### config.mk
export PLATFORM = sky130hd
export DESIGN_NAME = lp_local_demux
export DESIGN_NICKNAME = d
export VERILOG_FILES = /design/src/rtl/lp_demux_pkg.sv /design/src/rtl/lp_cfg_loader.sv /design/src/rtl/lp_type_table.sv /design/src/rtl/lp_route_decode.sv /design/src/rtl/lp_out_stage.sv /design/src/rtl/lp_local_demux.sv
export SDC_FILE = /design/constraint.sdc
export NUM_CORES = 1
export LEC_CHECK = 0
export CORE_MARGIN = 10
export CORE_UTILIZATION = 49
export DETAILED_ROUTE_END_ITERATION = 16
export GPL_TIMING_DRIVEN = 0
export PLACE_DENSITY_LB_ADDON = 0.25
export SKIP_LAST_GASP = 1
export SYNTH_ARGS = -nofsm -noshare
export SYNTH_HDL_FRONTEND = slang
export SYNTH_SLANG_ARGS = --single-unit
### constraint.sdc
create_clock -name clk -period 6.6 [get_ports clk]
set_input_delay 1.65 -clock clk [delete_from_list [all_inputs] [get_ports clk]]
set_output_delay 1.65 -clock clk [all_outputs]
set_load 0.05 [all_outputs]
### src/rtl/lp_demux_pkg.sv
// Package: shared attachment codes for the local port demultiplexer.
// Assumes a 2-bit code per node; the reserved value behaves as null.
package lp_demux_pkg;
    typedef enum logic [1:0] {
        LP_CORE = 2'd0,
        LP_MEMC = 2'd1,
        LP_NONE = 2'd2,
        LP_RSVD = 2'd3
    } lp_kind_e;
endpackage

### src/rtl/lp_cfg_loader.sv
// Module: lp_cfg_loader
// Turns the parameter stream into table writes. It tracks the next node
// slot and the running count of memory-typed beats in the current load
// sequence. Assumes one beat per node, in ascending node order.
module lp_cfg_loader #(
    parameter int N_NODES = 16,
    parameter int N_MEMS  = 3,
    localparam int NIW = (N_NODES > 1) ? $clog2(N_NODES) : 1,
    localparam int CW  = $clog2(N_NODES + 1),
    localparam int MIW = (N_MEMS > 1) ? $clog2(N_MEMS) : 1
) (
    input  logic           clk,
    input  logic           rst_n,
    input  logic           cfg_valid,
    input  logic [1:0]     cfg_code,
    input  logic           cfg_last,
    output logic           wr_en,
    output logic [NIW-1:0] wr_node,
    output logic [1:0]     wr_code,
    output logic [MIW-1:0] wr_rank,
    output logic           wr_rank_ok
);
    import lp_demux_pkg::*;

    logic [NIW-1:0] ptr_q;
    logic [CW-1:0]  mcnt_q;
    logic           is_mem;
    logic           wrap;

    // Purpose: classify the beat and detect the end of a sequence.
    always_comb begin
        is_mem = (cfg_code == LP_MEMC);
        wrap   = cfg_last || (ptr_q == NIW'(N_NODES - 1));
    end

    // Purpose: present the write for the current beat.
    always_comb begin
        wr_en      = cfg_valid;
        wr_node    = ptr_q;
        wr_code    = cfg_code;
        wr_rank    = MIW'(mcnt_q);
        wr_rank_ok = (mcnt_q < CW'(N_MEMS));
    end

    // Purpose: advance the node pointer and the memory rank counter.
    always_ff @(posedge clk) begin
        if (!rst_n) begin
            ptr_q  <= '0;
            mcnt_q <= '0;
        end else if (cfg_valid) begin
            if (wrap) begin
                ptr_q  <= '0;
                mcnt_q <= '0;
            end else begin
                ptr_q <= ptr_q + 1'b1;
                if (is_mem) begin
                    mcnt_q <= mcnt_q + 1'b1;
                end
            end
        end
    end
endmodule

### src/rtl/lp_type_table.sv
// Module: lp_type_table
// Per-node storage of attachment code, memory rank and rank validity.
// One write port, one combinational read port. Assumes the read index
// is already range-limited by the caller.
module lp_type_table #(
    parameter int N_NODES = 16,
    parameter int N_MEMS  = 3,
    localparam int NIW = (N_NODES > 1) ? $clog2(N_NODES) : 1,
    localparam int MIW = (N_MEMS > 1) ? $clog2(N_MEMS) : 1
) (
    input  logic           clk,
    input  logic           rst_n,
    input  logic           wr_en,
    input  logic [NIW-1:0] wr_node,
    input  logic [1:0]     wr_code,
    input  logic [MIW-1:0] wr_rank,
    input  logic           wr_rank_ok,
    input  logic [NIW-1:0] rd_node,
    output logic [1:0]     rd_code,
    output logic [MIW-1:0] rd_rank,
    output logic           rd_rank_ok
);
    import lp_demux_pkg::*;

    logic [1:0]     code_q [N_NODES];
    logic [MIW-1:0] rank_q [N_NODES];
    logic           rok_q  [N_NODES];

    // One storage slot per node, each with its own write decode.
    for (genvar g = 0; g < N_NODES; g++) begin : g_slot
        // Purpose: reset the slot to null or capture a load beat.
        always_ff @(posedge clk) begin
            if (!rst_n) begin
                code_q[g] <= LP_NONE;
                rank_q[g] <= '0;
                rok_q[g]  <= 1'b0;
            end else if (wr_en && (wr_node == NIW'(g))) begin
                code_q[g] <= wr_code;
                rank_q[g] <= wr_rank;
                rok_q[g]  <= wr_rank_ok;
            end
        end
    end

    // Purpose: read the slot named by the incoming message.
    always_comb begin
        rd_code    = code_q[rd_node];
        rd_rank    = rank_q[rd_node];
        rd_rank_ok = rok_q[rd_node];
    end
endmodule

### src/rtl/lp_route_decode.sv
// Module: lp_route_decode
// Chooses the destination of one message from its node's table entry.
// Drops null, reserved, out-of-range core and out-of-range memory cases.
// Assumes N_CPUS does not exceed N_NODES.
module lp_route_decode #(
    parameter int N_NODES = 16,
    parameter int N_CPUS  = 12,
    parameter int N_MEMS  = 3,
    localparam int NIW = (N_NODES > 1) ? $clog2(N_NODES) : 1,
    localparam int CIW = (N_CPUS > 1) ? $clog2(N_CPUS) : 1,
    localparam int MIW = (N_MEMS > 1) ? $clog2(N_MEMS) : 1
) (
    input  logic           in_valid,
    input  logic [NIW-1:0] in_node,
    input  logic [1:0]     code,
    input  logic [MIW-1:0] rank,
    input  logic           rank_ok,
    output logic           to_cpu,
    output logic [CIW-1:0] cpu_sel_idx,
    output logic           to_mem,
    output logic [MIW-1:0] mem_sel_idx
);
    import lp_demux_pkg::*;

    logic node_ok;
    logic core_ok;

    // The range checks only exist when the parameters leave room for them.
    if (N_NODES == (1 << NIW)) begin : g_node_full
        assign node_ok = 1'b1;
    end else begin : g_node_part
        assign node_ok = (int'(in_node) < N_NODES);
    end

    if (N_CPUS >= (1 << NIW)) begin : g_core_full
        assign core_ok = 1'b1;
    end else begin : g_core_part
        assign core_ok = (int'(in_node) < N_CPUS);
    end

    // Purpose: at most one destination, only for a valid message.
    always_comb begin
        to_cpu      = in_valid && node_ok && core_ok && (code == LP_CORE);
        to_mem      = in_valid && node_ok && rank_ok && (code == LP_MEMC);
        cpu_sel_idx = CIW'(in_node);
        mem_sel_idx = rank;
    end
endmodule

### src/rtl/lp_out_stage.sv
// Module: lp_out_stage
// Registers both send ports. Data fields load only when their port is
// selected; valid flags clear when nothing is sent.
module lp_out_stage #(
    parameter int MSG_W = 32,
    parameter int CIW   = 4,
    parameter int MIW   = 2
) (
    input  logic             clk,
    input  logic             rst_n,
    input  logic             to_cpu,
    input  logic [CIW-1:0]   cpu_sel_idx,
    input  logic             to_mem,
    input  logic [MIW-1:0]   mem_sel_idx,
    input  logic [MSG_W-1:0] msg,
    output logic             cpu_valid,
    output logic [CIW-1:0]   cpu_idx,
    output logic [MSG_W-1:0] cpu_msg,
    output logic             mem_valid,
    output logic [MIW-1:0]   mem_idx,
    output logic [MSG_W-1:0] mem_msg
);
    // Purpose: valid flags, cleared by reset.
    always_ff @(posedge clk) begin
        if (!rst_n) begin
            cpu_valid <= 1'b0;
            mem_valid <= 1'b0;
        end else begin
            cpu_valid <= to_cpu;
            mem_valid <= to_mem;
        end
    end

    // Purpose: core port payload, loaded only when the core is chosen.
    always_ff @(posedge clk) begin
        if (!rst_n) begin
            cpu_idx <= '0;
            cpu_msg <= '0;
        end else if (to_cpu) begin
            cpu_idx <= cpu_sel_idx;
            cpu_msg <= msg;
        end
    end

    // Purpose: memory port payload, loaded only when memory is chosen.
    always_ff @(posedge clk) begin
        if (!rst_n) begin
            mem_idx <= '0;
            mem_msg <= '0;
        end else if (to_mem) begin
            mem_idx <= mem_sel_idx;
            mem_msg <= msg;
        end
    end
endmodule

### src/rtl/lp_local_demux.sv
// Module: lp_local_demux (top)
// Steers local-port messages of a multiplexed node model to the core
// port, the memory-controller port or a null sink, by a per-node code
// table streamed in at start-up. One cycle from input to output.
// Assumes N_CPUS <= N_NODES and N_MEMS <= N_NODES.
module lp_local_demux #(
    parameter int N_NODES = 16,
    parameter int N_CPUS  = 12,
    parameter int N_MEMS  = 3,
    parameter int MSG_W   = 32,
    localparam int NIW = (N_NODES > 1) ? $clog2(N_NODES) : 1,
    localparam int CIW = (N_CPUS > 1) ? $clog2(N_CPUS) : 1,
    localparam int MIW = (N_MEMS > 1) ? $clog2(N_MEMS) : 1
) (
    input  logic             clk,
    input  logic             rst_n,
    input  logic             cfg_valid,
    input  logic [1:0]       cfg_code,
    input  logic             cfg_last,
    input  logic             in_valid,
    input  logic [NIW-1:0]   in_node,
    input  logic [MSG_W-1:0] in_msg,
    output logic             cpu_valid,
    output logic [CIW-1:0]   cpu_idx,
    output logic [MSG_W-1:0] cpu_msg,
    output logic             mem_valid,
    output logic [MIW-1:0]   mem_idx,
    output logic [MSG_W-1:0] mem_msg
);
    logic           wr_en;
    logic [NIW-1:0] wr_node;
    logic [1:0]     wr_code;
    logic [MIW-1:0] wr_rank;
    logic           wr_rank_ok;
    logic [1:0]     rd_code;
    logic [MIW-1:0] rd_rank;
    logic           rd_rank_ok;
    logic           to_cpu;
    logic           to_mem;
    logic [CIW-1:0] cpu_sel_idx;
    logic [MIW-1:0] mem_sel_idx;

    lp_cfg_loader #(.N_NODES(N_NODES), .N_MEMS(N_MEMS)) u_loader (
        .clk(clk), .rst_n(rst_n),
        .cfg_valid(cfg_valid), .cfg_code(cfg_code), .cfg_last(cfg_last),
        .wr_en(wr_en), .wr_node(wr_node), .wr_code(wr_code),
        .wr_rank(wr_rank), .wr_rank_ok(wr_rank_ok)
    );

    lp_type_table #(.N_NODES(N_NODES), .N_MEMS(N_MEMS)) u_table (
        .clk(clk), .rst_n(rst_n),
        .wr_en(wr_en), .wr_node(wr_node), .wr_code(wr_code),
        .wr_rank(wr_rank), .wr_rank_ok(wr_rank_ok),
        .rd_node(in_node), .rd_code(rd_code), .rd_rank(rd_rank),
        .rd_rank_ok(rd_rank_ok)
    );

    lp_route_decode #(.N_NODES(N_NODES), .N_CPUS(N_CPUS), .N_MEMS(N_MEMS)) u_decode (
        .in_valid(in_valid), .in_node(in_node),
        .code(rd_code), .rank(rd_rank), .rank_ok(rd_rank_ok),
        .to_cpu(to_cpu), .cpu_sel_idx(cpu_sel_idx),
        .to_mem(to_mem), .mem_sel_idx(mem_sel_idx)
    );

    lp_out_stage #(.MSG_W(MSG_W), .CIW(CIW), .MIW(MIW)) u_out (
        .clk(clk), .rst_n(rst_n),
        .to_cpu(to_cpu), .cpu_sel_idx(cpu_sel_idx),
        .to_mem(to_mem), .mem_sel_idx(mem_sel_idx), .msg(in_msg),
        .cpu_valid(cpu_valid), .cpu_idx(cpu_idx), .cpu_msg(cpu_msg),
        .mem_valid(mem_valid), .mem_idx(mem_idx), .mem_msg(mem_msg)
    );
endmodule

## Yosys cells after proc, flatten, opt, wreduce, memory -nomap -nowiden

Memories as Yosys holds them, arrays and structs flattened. A register that Yosys moved wholly into a read port is not among the register bits.
Cells that the tools add are included.

| cells by class | value |
|---|---|
| $add $sub $neg | 2 |
| magnitude comparators | 2 |
| equal/unequal tests | 17 |
| mux-type cells | 100 |
| bitwise gates (word level) | 48 |
| reduce and logical (&&, ||, !) cells | 26 |

Operator list:

| cell | count |
|---|---|
| $mux 1 | 65 |
| $mux 2 | 32 |
| $or 1x1->1 | 48 |
| $eq 4x4->1 const B | 8 |
| $logic_and 1x1->1 | 20 |
| $eq 4x3->1 const B | 4 |
| $mux 5 | 2 |
| $eq 4x2->1 const B | 2 |
| $add 5x1->5 const B | 1 |
| $lt 5x2->1 const B | 1 |
| $add 4x1->4 const B | 1 |
| $eq 2x1->1 const B | 2 |
| $eq 4x1->1 const B | 1 |
| $logic_not 4->1 | 1 |
| $lt 4x4->1 const B | 1 |
| $mux 4 | 1 |
| $logic_not 2->1 | 1 |
| $reduce_and 2->1 | 1 |
| $reduce_bool 2->1 | 1 |
| $logic_not 1->1 | 1 |
| $logic_or 1x1->1 | 1 |

| word-level totals | value |
|---|---|
| bits in registers | 79 |
| bits in writable memories | 80 |
| input bits | 43 |
| output and inout port bits | 72 |
| logic and storage cells | 205 |
| memories | 3 |

Memories:

| memory | depth | width | read ports | clocked after Yosys merged registers in | wr ports | RTL line | text |
|---|---|---|---|---|---|---|---|
| u_table.code_q | 16 | 2 | 1 | 0 | 16 | lp_type_table.sv:25 | `logic [1:0] code_q [N_NODES];` |
| u_table.rank_q | 16 | 2 | 1 | 1 | 16 | lp_type_table.sv:26 | `logic [MIW-1:0] rank_q [N_NODES];` |
| u_table.rok_q | 16 | 1 | 1 | 0 | 16 | lp_type_table.sv:27 | `logic rok_q [N_NODES];` |

## Longest topological paths before layout

Gate-level depths: netlist (run 1).

| depth | value |
|---|---|
| depth after elaboration | 6 |
| mapped depth | 9 |
| depth with buffers taken out | 6 |

## By module

A second synthesis (run 1) with hierarchy kept.

| second synthesis, totals | value |
|---|---|
| cell total of the unflattened synthesis | 563 |
| area, all modules | 7131.8 µm² |

By module, submodules not included:

| module | times used | cells an instance | area each (µm²) | seq. area each (µm²) |
|---|---|---|---|---|
| lp_type_table | 1 | 266 | 3788.6 | 2392.3 |
| lp_out_stage | 1 | 230 | 2751.4 | 1441.4 |
| lp_cfg_loader | 1 | 57 | 519.2 | 180.2 |
| lp_route_decode | 1 | 10 | 72.6 | 0.0 |

## Worst setup path after synthesis (run 1)

OpenSTA, ideal clock, no wires.

| timing | value |
|---|---|
| path type | input -> register |
| from | in in_node[2] |
| to | reg u_out.mem_idx[0], read port of u_table.rank_q |
| library setup time | 0.101 ns |
| arrival time | 3.497 ns |
| data required time | 6.499 ns |
| setup slack | 3.002 ns |
| cell stages on the path | 8 |
| buffers on the path | 3 |
| path through | buf_6 -> buf_12 -> mux2i_1 -> mux4_2 -> mux2_4 -> or3_1 -> buf_6 -> o41ai_1 |

| on the way | value |
|---|---|
| word-level cells in the longest chain between the ends | 3 |
| elaborated cells on any way between the ends | 5 |
| those cells by class | eq/ne: 1; reduce/logical: 2; memory: 2 |

Ends and longest elaborated chain:

| what | RTL line | text |
|---|---|---|
| start: declaration | lp_local_demux.sv:21 | `input logic [NIW-1:0] in_node,` |
| $mem_v2 16x2 or $mem_v2 16x1 (tied branches) | - |  |
| $eq 2x1->1 or $logic_and 1x1->1 (tied branches) | lp_route_decode.sv:44 | `to_mem = in_valid && node_ok && rank_ok && (code == LP_MEMC);` |
| $logic_and 1x1->1 | lp_route_decode.sv:44 |  |
| end: declaration | lp_out_stage.sv:20 | `output logic [MIW-1:0] mem_idx,` |

Parallel ways exist; a longest one is shown, timed or not.
A chain may end at the register's enable or synchronous reset.

## Final worst setup path (run 1)

| timing | value |
|---|---|
| from | in in_node[3] |
| to | reg u_out.mem_idx[0], read port of u_table.rank_q |

Same word-level chain as after synthesis.

==> run summary, run 1 <==
PortBufs: 110
Yosys cell types: 38
Main synth FF type: dfxtp_1
drt first-iter violations: 367
register area: 4010 sq um
worst hold path type: reg -> reg
H-tree levels: 4
Avg Cell Area, Syn: 11.5 sq um
CTS tree: built
cts hold-fix bufs: 0
crit path kind: in -> reg
die width: 140 microns
largest net degree at the start of global routing: 17
Post-Synthesis Cells: 608
number of synthesized flops with an enable pin: 79
Setup violations, final: 0
CTS resizes: 0
Peak VDD IR: 0.000202 V
global-route wire length before repair: 29.7 mm
drt wl/cell: 19.9 microns
Pwr Density: 242 nW/um^2
row count: 43
Die Area: 19500 sq um
DRT Pass-1 Iters: 5
n_diodes: 0
initial antenna violation count: 0
status: finished clean
number of CTS-inserted buffers: 17
commonest non-fill, non-tap cell in the layout: nand2_1
element type at the critical path start: input pin
fill count: 1070
pre-CTS setup slack: 2.54 ns
Critical Path RT: 6.91 ns
Setup WS post-layout: 2.93 ns
Tcrit/Tclk final: 0.556
WP data arrival: 3.98 ns
Post-DP HPWL: 13.6 mm
number of global-route vias before repair: 5399
vias per cell: 5.50
crit path time final: 3.67 ns
area of the multi-input gates: 2730 sq um
synthesized area: 7000 sq um
DRC: 0
Yosys warning count: 0
Leak: 3.24 nW
Worst setup EP type: flop
Rel. slew slack: 0.333
die height: 140 microns
CTS sink count: 161
syn_nets: 656
crit-path max FO: 10
vias: 5117
f_max: 0.273 GHz
final wirelength: 18.5 mm
Skew-Pair Late Insertion Delay: 0.42 ns
Synth Register Bits: 161
FFs w/ async S/R, synth: 0
Max Root-Sink Buffers: 2
total gr overflow: 0
Final Hold Viols: 0
Fin Setup TNS: 0 ns
max-cap violations: 0
antenna viol nets, final: 0
# Post-CTS Setup Buffers: 0
most frequent cells in the layout: nand2_1 (113), clkdlybuf4s50_1 (110), mux2i_1 (85)
Total GRT Usage: 0.190
routability congestion estimate: 0.844
proportion of layout cells with a drive suffix above 1: 0.0867
Clk pin slew, worst setup/hold paths: 0.06 ns
flop2flop setup slack: 4.21 ns
root buf cell: clkbuf_16
core area: 13900 sq um
sequential share of the synthesized area: 0.573
Ports: 115
fin nets: 785
Initial Utilization: 0.503
RSZ-0062 raised after global routing: false
Max Transition Viols Final: 0
Worst Tran Pin Value: 0.990 ns
area grow syn2layout: 27.1%
clock skew: 0.00717 ns
-- path summary, 6_finish.rpt --
| kind | from | to | depth (start not counted) |
|---|---|---|---|
| max | in_node[3] | u_out.mem_idx[0] | 7 |
| min | u_out.cpu_msg[26] | u_out.cpu_msg[26] | 2 |
| max reg2reg | u_loader.wr_node[0] | u_table.code_q[11][0] | 4 |
| min reg2reg | u_out.cpu_msg[26] | u_out.cpu_msg[26] | 2 |
-- state kept, by name (all words and copies together), names as in the netlist --
signal and flops:
u_out.cpu_valid 1, u_table.rank_q 32, u_table.rok_q 16, u_out.cpu_idx 4, u_out.mem_valid 1, u_loader.mcnt_q 5
u_loader.wr_node 4, u_out.cpu_msg 32, u_table.code_q 32, u_out.mem_msg 32, u_out.mem_idx 2
-- report_power, final --
part,switching [mW],internal (mW),total (mW)
Clock,0.369,0.579,0.948
Combinational,0.0783,0.0554,0.134
Sequential,0.00600,1.06,1.07
Total,0.453,1.70,2.15
-- metal layers --
metal | vias up | share of wire | global-route usage
met5 | - | 0 | 0
met4 | 0 | 0.020 | 0.0679
met3 | 26 | 0.077 | 0.0541
met2 | 211 | 0.49 | 0.316
met1 | 2482 | 0.41 | 0.231
li1 | 2398 | - | -
-- cell usage after synthesis (all sizes together) (5+ instances only) --
library cell	number	area share
o21ai	18	0.013
or3	18	0.016
a21oi	5	0.0036
nand2b	5	0.0045
mux2i	85	0.12
buf	15	0.017
edfxtp	79	0.34
nor3	18	0.013
dfxtp	82	0.23
mux4	16	0.051
nor2	25	0.013
and2	50	0.045
clkbuf	34	0.018
nand2	113	0.061
ha	5	0.0089
-- critical path, stage by stage --
cell	delay (ns)
clkdlybuf4s50_1	0.54
clkbuf_1	0.36
nor3_1	0.10
or3_1	0.44
or3_1	0.38
buf_6	0.16
o41ai_1	0.33
-- cells by family (layout without fill, tap and decap cells) --
group	after synthesis	after routing	share of synthesized area
adder cells (fa/ha/maj)	5	5	0.00893
AO/OA/AOI/OAI	39	39	0.0348
AND/OR/NAND/NOR	244	244	0.166
XOR/XNOR	4	4	0.00500
flip-flops	161	161	0.573
buffers and inverters	53	195	0.0372
multiplexers	102	102	0.175
-- area by class of cell --
class | instances | share of cell area
buffer | 49 | 0.0276
clock buffer | 28 | 0.0589
clock inverter | 4 | 0.00520
inverter | 4 | 0.00169
multi-input combinational | 394 | 0.307
sequential | 161 | 0.451
tap | 180 | 0.0253
timing repair buffer | 110 | 0.124
-- through the flow --
| step | total power [mW] | instances | area [sq um] | utilization | hold WS (ns) |
|---|---|---|---|---|---|
| floorplan | 1.16 | 608 | 7000 | - | 0.431 |
| global placement | 1.22 | 898 | 8330 | 0.598 | 0.443 |
| detailed placement | 1.22 | 898 | 8330 | 0.598 | 0.449 |
| CTS | 2.16 | 930 | 8900 | 0.639 | 0.459 |
| global route | 2.22 | 930 | 8900 | 0.639 | 0.470 |
| finish | 2.15 | 930 | 8900 | 0.639 | 0.461 |
Power figures use the tool's default switching activity.
==> inputs of run 2 (changes only) <==
- clock period: 6.6 -> 3.5 ns (I/O delays scaled with it)
==> results of run 2 <==
Same layout as run 1 (identical final DEF). Status: finished clean.
Main changes from that run: setup slack after placement 2.54 ns -> 0.216 ns; setup slack after layout 2.93 ns -> 0.607 ns; register-to-register setup slack 4.21 ns -> 1.11 ns; total power 2.15 mW -> 4.06 mW; worst IR drop on VDD 0.000202 V -> 0.000381 V
==> inputs of run 3 (changes only) <==
- CORE_UTILIZATION: 49 -> 48
- clock period: 3.5 -> 2.4 ns (I/O delays scaled with it)
==> run 3 against run 2 <==
Compared with the run above: flip-flop and latch count stayed put; final area increased by 0.34%; power grew 43%; via count decreased by 2.8%; wire length down 4.8%; clock skew fell by 0.0011 ns; global-route usage decreased by 1.1 points; clock power grew 39%; combinational power up 46%; utilization fell by 2.0 points; critical path type unchanged; largest cell class unchanged; largest power group unchanged; highest routed layer unchanged.
==> run summary, run 3 (synthesis results as in run 1) <==
Clk pin slew, worst setup/hold paths: 0.06 ns (about the same)
largest net degree at the start of global routing: 17 (unchanged)
number of global-route vias before repair: 5289 (-2.0%)
fin nets: 785 (unchanged)
CTS tree: built
r2r endpoint: u_table.rank_q[7][1]
n_diodes: 0 (unchanged)
area of the multi-input gates: 2750 sq um (+0.73%)
DRC: 0 (unchanged)
status: finished clean
Max Root-Sink Buffers: 2 (unchanged)
Cell Area, Placed: 8360 sq um (+0.35%)
crit path kind: in -> reg
Leak: 3.26 nW (+0.61%)
max-cap violations: 0 (unchanged)
flop2flop setup slack: 0.22 ns
fin util: 0.619 (-0.0196)
Setup WS post-layout: 0.0951 ns
worst hold slack: 0.457 ns (-0.00361 ns)
Final Hold Viols: 0 (unchanged)
hold_sp: u_out.cpu_msg[13]
initial antenna violation count: 0 (unchanged)
Die Area: 19800 sq um (+1.8%)
H-tree levels: 4 (unchanged)
crit path time final: 2.30 ns
vias per cell: 5.32 (-3.2%)
Rel. slew slack: 0.406 (+0.0730)
Skew-Pair Late Insertion Delay: 0.42 ns (about the same)
worst reg2reg path startpoint: u_loader.wr_node[0]
cts hold-fix bufs: 0 (unchanged)
die height: 141 microns (+0.88%)
Post-DP HPWL: 13.4 mm (-1.3%)
Ports: 115 (unchanged)
worst reg-to-reg path cell count: 4 (unchanged)
RSZ-0062 raised after global routing: false
pre-CTS setup slack: -0.586 ns
final wirelength: 17.6 mm (-4.8%)
Total GRT Usage: 0.179 (-0.0110)
antenna viol nets, final: 0 (unchanged)
crit path from: cfg_valid
Worst Tran Pin Value: 0.882 ns (-0.108 ns)
f_max: 0.434 GHz
worst hold path type: reg -> reg
Max Transition Viols Final: 0 (unchanged)
most frequent cells in the layout: nand2_1 (113), clkdlybuf4s50_1 (109), mux2i_1 (85)
area grow syn2layout: 27.5%
DRT Pass-1 Iters: 5 (unchanged)
routability congestion estimate: 0.851 (+0.77%)
crit-path max FO: 10 (unchanged)
Worst setup EP type: flop
placed cells: 902 (+0.45%)
total gr overflow: 0 (unchanged)
row count: 44 (+2.3%)
element type at the critical path start: input pin
drt first-iter violations: 307 (-16%)
Setup violations, final: 0 (unchanged)
Critical Path RT: 2.44 ns
register area: 4010 sq um (unchanged)
drt wl/cell: 18.8 microns (-5.2%)
number of CTS-inserted buffers: 17 (unchanged)
global-route wire length before repair: 28.2 mm (-5.1%)
root buf cell: clkbuf_16
WP data arrival: 2.35 ns
PortBufs: 110 (unchanged)
fill count: 1133 (+5.9%)
Tcrit/Tclk final: 0.960
commonest non-fill, non-tap cell in the layout: nand2_1
CTS sink count: 161 (unchanged)
die width: 141 microns (+0.88%)
core area: 14400 sq um (+3.5%)
Final Instance Count excl. Fillers: 934 (+0.43%)
Pwr Density: 648 nW/um^2
WHS Endpoint: u_out.cpu_msg[13]
proportion of layout cells with a drive suffix above 1: 0.0933 (+0.00667)
Initial Utilization: 0.486 (-0.0170)
Peak VDD IR: 0.000434 V
Hold Path Depth: 2 (unchanged)
final instance area: 8930 sq um (+0.34%)
vias: 4972 (-2.8%)
clock skew: 0.00609 ns (-0.00109 ns)
run 3: cell types whose count changed in the layout (fill, tap and decap cells not counted), moves of 2 or more:
cell	previous run	this run
buf_2	9	4
buf_4	1	3
clkbuf_1	38	36
clkbuf_4	1	3
clkbuf_8	3	6
clkinv_2	2	5
o21ai_0	18	12
o21ai_1	0	6
o41ai_1	2	0
o41ai_2	0	2
run 3: final cells by class:
class,instances,area share
inverter,4,0.00168
clock inverter,5,0.00280
tap,184,0.0258
buffer,49,0.0301
clock buffer,27,0.0587
timing repair buffer,110,0.124
sequential,161,0.449
multi-input combinational,394,0.308
run 3: worst max-delay path: stages:
cell,delay (ns)
clkdlybuf4s50_1,0.55
nand2_1,0.21
clkbuf_1,0.28
o21ai_0,0.71
run 3: report_power, final:
part	internal [mW]	switching [mW]
registers	2.92	0.0153
clock network	1.48	0.994
logic	0.155	0.213
run 3: metal layers:
metal / global-route usage / share of wire
met2: 0.293 / 0.49
met1: 0.215 / 0.41
met3: 0.0514 / 0.072
met4: 0.0804 / 0.026
met5: 0 / 0
run 3: what timing repair did:
action,4_1_cts,5_1_grt
buffers inserted,0,0
setup endpoints to repair,66,67
resized for setup,5,11
run 3: worst max path at each step:
stage | to | depth (start not counted)
global placement | u_out.mem_msg[10] | 8
CTS | u_out.mem_idx[0] | 8
global route | u_out.cpu_msg[17] | 8
finish | u_table.code_q[12][0] | 4
detailed placement | u_out.mem_idx[1] | 7
floorplan | u_out.mem_idx[0] | 8
run 3: stage by stage:
step	setup TNS (ns)	power [mW]
2_1_floorplan	-2.70	3.20
4_1_cts	0	5.82
5_1_grt	0	5.98
6_report	0	5.79
3_3_place_gp	-60.30	3.36
3_5_place_dp	-64.21	3.36
